`config.mk`:
```
export PLATFORM = sky130hd
export DESIGN_NAME = ecam_cfg_router
export DESIGN_NICKNAME = d
export VERILOG_FILES = /design/src/rtl/ecam_cfg_router.sv
export SDC_FILE = /design/constraint.sdc
export NUM_CORES = 1
export LEC_CHECK = 0
export ABC_AREA = 1
export BUFFER_PORTS_ARGS = -buffer_cell sky130_fd_sc_hd__buf_2
export CELL_PAD_IN_SITES_DETAIL_PLACEMENT = 1
export CELL_PAD_IN_SITES_GLOBAL_PLACEMENT = 1
export CORE_MARGIN = 5
export CORE_UTILIZATION = 37
export CTS_CLUSTER_DIAMETER = 100
export CTS_CLUSTER_SIZE = 40
export DETAILED_ROUTE_END_ITERATION = 7
export PLACE_DENSITY_LB_ADDON = 0.05
export SLEW_MARGIN = 20
export SYNTH_ARGS = -nofsm -noshare
export SYNTH_HDL_FRONTEND = slang
export SYNTH_SLANG_ARGS = --single-unit
```
`constraint.sdc`:
```
create_clock -name clk -period 3.29 [get_ports clk]
set_input_delay 0.658 -clock clk [delete_from_list [all_inputs] [get_ports clk]]
set_output_delay 0.658 -clock clk [all_outputs]
set_load 0.03 [all_outputs]
```
`src/rtl/ecam_cfg_router.sv`:
```
module ecam_cfg_router #(
  parameter int          TMO_W   = 16,
  parameter logic [31:0] ID_WORD = 32'h0A5C_1B7E,
  parameter logic [31:0] AER_HDR = 32'h1C01_0001,
  parameter logic [31:0] SPE_HDR = 32'h1F01_0019,
  parameter logic [31:0] VC_HDR  = 32'h0001_0002
) (
  input  logic             clk,
  input  logic             rst_n,
  input  logic [TMO_W-1:0] tmo_limit,
  input  logic             host_valid,
  output logic             host_ready,
  input  logic             host_we,
  input  logic [27:0]      host_addr,
  input  logic [3:0]       host_be,
  input  logic [31:0]      host_wdata,
  output logic             rsp_valid,
  output logic [31:0]      rsp_data,
  output logic [1:0]       rsp_status,
  output logic             dsc_valid,
  input  logic             dsc_ready,
  output logic             dsc_type1,
  output logic             dsc_write,
  output logic [7:0]       dsc_bus,
  output logic [4:0]       dsc_dev,
  output logic [2:0]       dsc_fn,
  output logic [9:0]       dsc_reg,
  output logic [3:0]       dsc_be,
  output logic [31:0]      dsc_wdata,
  input  logic             cpl_valid,
  input  logic             cpl_err,
  input  logic [31:0]      cpl_data
);
  localparam logic [1:0] ST_OK = 2'd0, ST_UR = 2'd1, ST_TMO = 2'd2;
  localparam logic [9:0] RG_ID = 10'h000, RG_BUS = 10'h006,
                         RG_AER = 10'h040, RG_SPE = 10'h070, RG_VC = 10'h07C;

  typedef enum logic [1:0] {IDLE, SEND, WAIT} st_t;
  typedef enum logic [1:0] {GO_LOCAL, GO_T0, GO_T1, GO_UR} route_t;

  st_t             st;
  route_t          route;
  logic [7:0]      pri, sec, sub;
  logic [TMO_W-1:0] cnt;
  logic            rd_q;
  logic [31:0]     local_rd;

  wire [7:0] a_bus = host_addr[27:20];
  wire [4:0] a_dev = host_addr[19:15];
  wire [2:0] a_fn  = host_addr[14:12];
  wire [9:0] a_reg = host_addr[11:2];
  wire       accept = host_valid && host_ready;
  wire       expire = (cnt == tmo_limit);

  assign host_ready = (st == IDLE);

  always_comb begin
    if (a_bus == pri)
      route = (a_dev == 5'd0 && a_fn == 3'd0) ? GO_LOCAL : GO_UR;
    else if (a_bus == sec)
      route = (a_dev == 5'd0) ? GO_T0 : GO_UR;
    else if (a_bus > sec && a_bus <= sub)
      route = GO_T1;
    else
      route = GO_UR;
  end

  always_comb begin
    case (a_reg)
      RG_ID:   local_rd = ID_WORD;
      RG_BUS:  local_rd = {8'h00, sub, sec, pri};
      RG_AER:  local_rd = AER_HDR;
      RG_SPE:  local_rd = SPE_HDR;
      RG_VC:   local_rd = VC_HDR;
      default: local_rd = 32'h0;
    endcase
  end

  always_ff @(posedge clk or negedge rst_n) begin
    if (!rst_n) begin
      st <= IDLE;
      pri <= 8'h0; sec <= 8'h0; sub <= 8'h0;
      cnt <= '0;
      rd_q <= 1'b0;
      rsp_valid <= 1'b0; rsp_data <= 32'h0; rsp_status <= ST_OK;
      dsc_valid <= 1'b0; dsc_type1 <= 1'b0; dsc_write <= 1'b0;
      dsc_bus <= 8'h0; dsc_dev <= 5'h0; dsc_fn <= 3'h0; dsc_reg <= 10'h0;
      dsc_be <= 4'h0; dsc_wdata <= 32'h0;
    end else begin
      rsp_valid <= 1'b0;
      case (st)
        IDLE: if (accept) begin
          rd_q <= !host_we;
          cnt  <= '0;
          case (route)
            GO_LOCAL: begin
              rsp_valid  <= 1'b1;
              rsp_status <= ST_OK;
              rsp_data   <= host_we ? 32'h0 : local_rd;
              if (host_we && a_reg == RG_BUS) begin
                if (host_be[0]) pri <= host_wdata[7:0];
                if (host_be[1]) sec <= host_wdata[15:8];
                if (host_be[2]) sub <= host_wdata[23:16];
              end
            end
            GO_UR: begin
              rsp_valid  <= 1'b1;
              rsp_status <= ST_UR;
              rsp_data   <= host_we ? 32'h0 : 32'hFFFF_FFFF;
            end
            default: begin
              st        <= SEND;
              dsc_valid <= 1'b1;
              dsc_type1 <= (route == GO_T1);
              dsc_write <= host_we;
              dsc_bus   <= a_bus;
              dsc_dev   <= a_dev;
              dsc_fn    <= a_fn;
              dsc_reg   <= a_reg;
              dsc_be    <= host_be;
              dsc_wdata <= host_wdata;
            end
          endcase
        end
        SEND, WAIT: begin
          if (st == WAIT && cpl_valid) begin
            st         <= IDLE;
            rsp_valid  <= 1'b1;
            rsp_status <= cpl_err ? ST_UR : ST_OK;
            rsp_data   <= !rd_q ? 32'h0 : (cpl_err ? 32'hFFFF_FFFF : cpl_data);
          end else if (expire) begin
            st         <= IDLE;
            dsc_valid  <= 1'b0;
            rsp_valid  <= 1'b1;
            rsp_status <= ST_TMO;
            rsp_data   <= rd_q ? 32'hFFFF_FFFF : 32'h0;
          end else begin
            cnt <= cnt + 1'b1;
            if (st == SEND && dsc_ready) begin
              dsc_valid <= 1'b0;
              st        <= WAIT;
            end
          end
        end
        default: st <= IDLE;
      endcase
    end
  end

  p_local_nodsc_r2: assert property (@(posedge clk) disable iff (!rst_n)
    (accept && route == GO_LOCAL) |=> (rsp_valid && !dsc_valid));

  p_ur_nodsc_r7: assert property (@(posedge clk) disable iff (!rst_n)
    (accept && route == GO_UR) |=> (rsp_valid && rsp_status == ST_UR && !dsc_valid));

  p_dsc_hold_r8: assert property (@(posedge clk) disable iff (!rst_n)
    (dsc_valid && !dsc_ready) |=> (!dsc_valid ||
      $stable({dsc_type1, dsc_write, dsc_bus, dsc_dev, dsc_fn, dsc_reg, dsc_be, dsc_wdata})));

  p_one_out_r9: assert property (@(posedge clk) disable iff (!rst_n)
    dsc_valid |-> !host_ready);

  p_tmo_busy_r11: assert property (@(posedge clk) disable iff (!rst_n)
    (rsp_valid && rsp_status == ST_TMO) |-> (!dsc_valid && $past(st) != IDLE));
endmodule

```
==> metrics.txt, run 1 <==
Post-Synthesis Cells=1027; crit path capture type=register; R2R depth=16; DR vias/cell=4.78; YS warnings=0; Antenna Nets Post-Route=0; required time worst endpoint=3590 ps; cell row count=52; Placer Congestion=0.792; min Tclk post-route=2840 ps; Least-Margin Pin Slew=679 ps; Startpoint Class=register; Layout Cells excl Fill=1527; worst vdd ir=0.370 mV; Initial DRC Count=283; post-CTS setup buffers=0; crit path DAT=3140 ps; largest registers=dsc_wdata x32, rsp_data x32, cnt x16; most common cell after layout, fill and taps aside=nand2_1; Final Setup Violations=0; status=finished clean; Comb power frac=46.2%; commonest non-fill, non-tap cells in the layout=386 x nand2_1, 216 x buf_2, 143 x dfrtp_1, 96 x inv_1, 88 x o21ai_0; HP Class=in -> async; Final Hold Fails=0; vias in the first global route=7691; post-DP HPWL=19.3 mm; Die Span X=153 um; Max-Cap Viols=0; Final period util=86.3%; Core Region=0.0202 sq mm; Pre-antenna DRT Iters=4; CP Class=reg -> reg; first-pass GRT wire length=40.5 mm; setup TNS=0 ps; Starting Density=37.6%; Switching Share=46.6%; Int Power=4.63 mW; antenna violations before repair=3; pin count of the biggest net entering global routing=85; skew final=11.3 ps; final net count=1385; PortBufs=217; dpl cells=1493; fin. max-slew vios=0; flop2flop setup slack=450 ps; DR vias=7305; Clk pwr share=22.8%; P_leak=5.25 nW; die area=0.0235 sq mm; CTS buffer count=17; CTS Hold Buffers Added=0; sequential share of power=31.0%; Synth Register Bits=143; f_max=0.352 GHz; gr usage total=21.5%; Clock Sinks=143; Clock Root Buffer=clkbuf_16; relative slew slack=54.8%; Mean Syn Cell Area=7.41 sq um; Pwr Total=8.67 mW; Clock Latency Late Sink=430 ps; final wirelength=25.3 mm; syn_nets=1170; Net Sw Power=4.04 mW; Cell variety after synth=32; crit path max fanout=16; Filler cells=2627; H-tree depth=4; dominant cell type by area after synthesis=dfrtp_1; DR WL/cell=16.5 um; Yosys top cell area share=47.0%; remaining global-route overflow=0; dominant cells by area after synthesis=dfrtp_1 47%, nand2_1 19%, o21ai_0 5.8%, inv_1 4.7%, nand3_1 4.4%; Worst-path clk slew=70 ps; layout cells sized above 1=22.7%; synthesized cell area=0.00761 sq mm; reg2reg start=sec[1]; CP startpoint=sec[1]; PD cells=902 mW/mm^2; area grow syn2layout=26.4%; CTS max path bufs=2; CTS tree=yes; Die Ht=153 um; sequential area share after synthesis=47.0%; DRC viols=0; Ports=220; post_cts resized=0; Worst R2R End=sec[2]; unrepaired setup endpoints after global routing=no
logic make-up after synthesis:
kind of cell               synth area share (%)
AOI/OAI and AO/OA                          8.58
xor gates and xnor gates                   2.42
adders and majority gates                  3.95
buffers and inverters                      7.55
DFF                                        47.0
and+or+nand+nor                            30.5
area by class of cell:
cell class              count  area, sq um  area share, %
flip-flops and latches    143         3580           37.2
multi-input cells         741         3460           36.0
repair buffers            233         1250           13.0
clock buffers              19          433           4.50
inverters                 106          398           4.14
well taps                 270          338           3.51
clock inverters            13          155           1.61
diodes                      2         5.00         0.0520
cell usage after synthesis, drive strengths merged:
| master | number |
|---|---|
| nand2 | 391 |
| dfrtp | 143 |
| o21ai | 106 |
| inv | 105 |
| nor2 | 83 |
| nand3 | 70 |
| clkbuf | 25 |
| ha | 24 |
| a21oi | 16 |
| nor3 | 14 |
| xor2 | 13 |
| buf | 12 |
| nand4 | 8 |
| xnor2 | 8 |
| a31oi | 2 |
| o21a | 2 |
| a211oi | 1 |
| a22oi | 1 |
| clkinv | 1 |
| nor3b | 1 |
| or2 | 1 |
power by group through the flow:
stage,clock network [mW],registers (mW),logic [mW]
finish,1.98,2.68,4.01
detailed placement,0,2.71,4.06
CTS,2.02,2.69,4.08
global placement,0,2.70,3.98
floorplan,0,3.81,1.61
global route,2.09,2.76,4.41
critical path, cell delays in order (launching register included):
cell,delay [ps]
dfrtp_1,350
inv_1,70
ha_1,270
inv_1,40
nor2_1,100
nor2_1,50
o21ai_0,130
nand2_1,60
nand2_1,80
nand3_1,90
o21ai_0,270
ha_1,200
inv_1,60
nor3_2,300
nand3_2,370
nand2_1,170
o21ai_1,80
per-layer routing:
layer	global-route usage (%)	part of all wire [%]	vias to the layer above
li1	-	-	3655
met4	5.42	1.3	2
met2	37.5	50	147
met3	4.55	4.6	21
met1	27.2	44	3480
met5	0	0.051	-
worst max path at each step:
stage | end | slack, ps | cells after the start
floorplan | rsp_data[0] | 460 | 19
global route | sub[4] | 150 | 15
global placement | sub[4] | 160 | 16
detailed placement | sub[4] | 60 | 15
finish | sec[2] | 450 | 16
CTS | rsp_data[1] | 440 | 18
stage by stage:
stage / hold slack, ps / utilization [%] / setup WS [ps] / instance area, sq um
2_1_floorplan: 362 / - / 457 / 7610
3_3_place_gp: 449 / 44.6 / 159 / 9020
3_5_place_dp: 454 / 44.6 / 63.5 / 9020
4_1_cts: 256 / 47.5 / 437 / 9610
5_1_grt: 267 / 47.5 / 153 / 9620
6_report: 230 / 47.5 / 450 / 9620
Power figures use the tool's default switching activity.
==> run 2, diff against run 1 <==
CORE_UTILIZATION = 34   (was 37)
clock period = 2.5 ns   (was 3.29 ns; I/O delays follow)
==> run 2 against run 1 <==
Effect of this change: the flow now finishes with violations (hold timing, setup timing); routed wire length rose by 18%; total power rose by 47%; cell area rose by 16%; setup slack got worse by 590 ps; count of clock-buffer cells in the layout fell by 1; via count rose by 7.4%; highest routed layer unchanged; clock skew rose by 1.5 ps; core utilization rose by 3.4 points.
==> metrics.txt, run 2 (same netlist as run 1, synthesis figures left out) <==
required time worst endpoint=2810 ps; Setup WS pre-CTS=-473 ps; CTS tree=yes; most common cell after layout, fill and taps aside=nand2_1; cell row count=54; flop2flop setup slack=-140 ps; status=finished, violations left; largest registers=dsc_wdata x32, rsp_data x32, cnt x16; Critical-path top delay cell=dfrtp_1; layout cells sized above 1=35.9%; pin count of the biggest net entering global routing=44; DR vias/cell=4.84; CP Class=reg -> reg; Die Ht=160 um; Die Span X=160 um; area grow syn2layout=46.9%; unrepaired setup endpoints after global routing=yes; gr usage total=21.2%; skew final=12.8 ps; CTS max path bufs=2; Antenna Nets Post-Route=0; setup slack after layout=-137 ps; Worst R2R End=sec[0]; PortBufs=217; CTS buffer count=17; Final Hold Fails=5; post-DP HPWL=20.4 mm; final net count=1468; Core Region=0.0220 sq mm; Clock Latency Late Sink=430 ps; Clock Sinks=143; R2R depth=18; CTS Hold Buffers Added=0; Least-Margin Pin Slew=516 ps; Pre-antenna DRT Iters=4; commonest non-fill, non-tap cells in the layout=323 x nand2_1, 216 x buf_2, 143 x dfrtp_1, 87 x inv_1, 69 x nor2_1; Worst-path clk slew=70 ps; crit path capture type=register; crit path DAT=2950 ps; violated checks=hold timing, setup timing; H-tree depth=4; DR WL/cell=18.4 um; crit-path cells=inv_2 > ha_4 > inv_4 > nor2_4 > nor2_2 > o21ai_1 > nand2_1 > nand2_2 > nand3_4 > o21ai_2 > ha_2 > inv_2 > nor3_2 > buf_4 > nand3_4 > buf_12 > nand2_1 > o21ai_1; Initial DRC Count=367; Clock Root Buffer=clkbuf_16; Startpoint Class=register; P_leak=5.94 nW; Placer Congestion=0.771; die area=0.0255 sq mm; Starting Density=34.6%; HP Class=in -> async; reg2reg start=sec[1]; max incr delay on CP=390 ps; Ports=220; DR vias=7844; DRC viols=0; first-pass GRT wire length=43.4 mm; f_max=0.379 GHz; Max-Cap Viols=0; CP startpoint=sec[1]; PD cells=1140 mW/mm^2; worst vdd ir=0.567 mV; vias in the first global route=8097; crit path max fanout=8; min Tclk post-route=2640 ps; final core utilization=50.9%; antenna violations before repair=4; final wirelength=29.7 mm; Final period util=105%; worst hold margin=-7.33 ps; remaining global-route overflow=0; relative slew slack=65.5%; Final Setup Violations=108; fin. max-slew vios=0
## run 2: cell types whose count changed in the layout (fill, tap and decap cells not counted), sizes merged
cell and change:
diode -1, clkinv +6, clkinvlp -4, buf +71, bufinv -1, clkbuf +7, nand2 +1, inv +3
## run 2: metal layers
| layer | track usage (%) | up-vias | wire [um] |
|---|---|---|---|
| met1 | 27.4 | 3770 | 12800 |
| met4 | 4.18 | 6 | 363 |
| met5 | 0 | - | 34 |
| met2 | 36.2 | 191 | 15000 |
| met3 | 5.13 | 33 | 1560 |
| li1 | - | 3844 | - |
## run 2: layout make-up
cell class,count,area [sq um]
fill,2749,10800
multi-input combinational,742,3980
sequential,143,3580
timing repair buffer,312,2200
clock buffer,18,439
inverter,106,428
tap,280,350
clock inverter,14,168
timing repair inverter,3,28.8
antenna,1,2.50
## run 2: what timing repair did
action	4_1_cts	5_1_grt
pin swaps	5	40
endpoints found under the hold margin	0	0
buffers inserted	2	16
gates resized for setup	32	192
setup endpoints to repair	124	125
gates cloned	3	16
## run 2: critical path: cells and delay by family (launching register included)
kind | cells | cell delay [ps]
AND/OR/NAND/NOR | 8 | 720
buffers and inverters | 5 | 560
adder cells (fa/ha/maj) | 2 | 470
flip-flops | 1 | 390
AO/OA/AOI/OAI | 3 | 360
## run 2: power breakdown
group	internal, mW	switching [mW]	total (mW)
clock	1.46	1.19	2.65
sequential	3.11	0.500	3.61
combinational	2.16	4.33	6.48
## run 2: worst max-delay path by stage
stage | slack, ps | endpoint | cells after the start
after global routing | -260 | sec[0] | 18
after global placement | -350 | rsp_data[19] | 14
after CTS | -20 | rsp_data[8] | 18
after detailed placement | -470 | pri[2] | 16
final | -140 | sec[0] | 18
after floorplan | -20 | sec[6] | 16
## run 2: metrics by stage
stage          TNS, ps  hold WS [ps]  total power, mW  std cells  cell area [sq um]
5_1_grt         -22020          14.3             13.5       1618              11200
6_report         -7270         -7.33             12.7       1619              11200
2_1_floorplan     -147           204             7.17       1027               7630
3_5_place_dp    -41770           454             9.05       1549               9430
4_1_cts           -176          3.78             11.9       1586              10200
3_3_place_gp    -32880           449             8.94       1549               9430
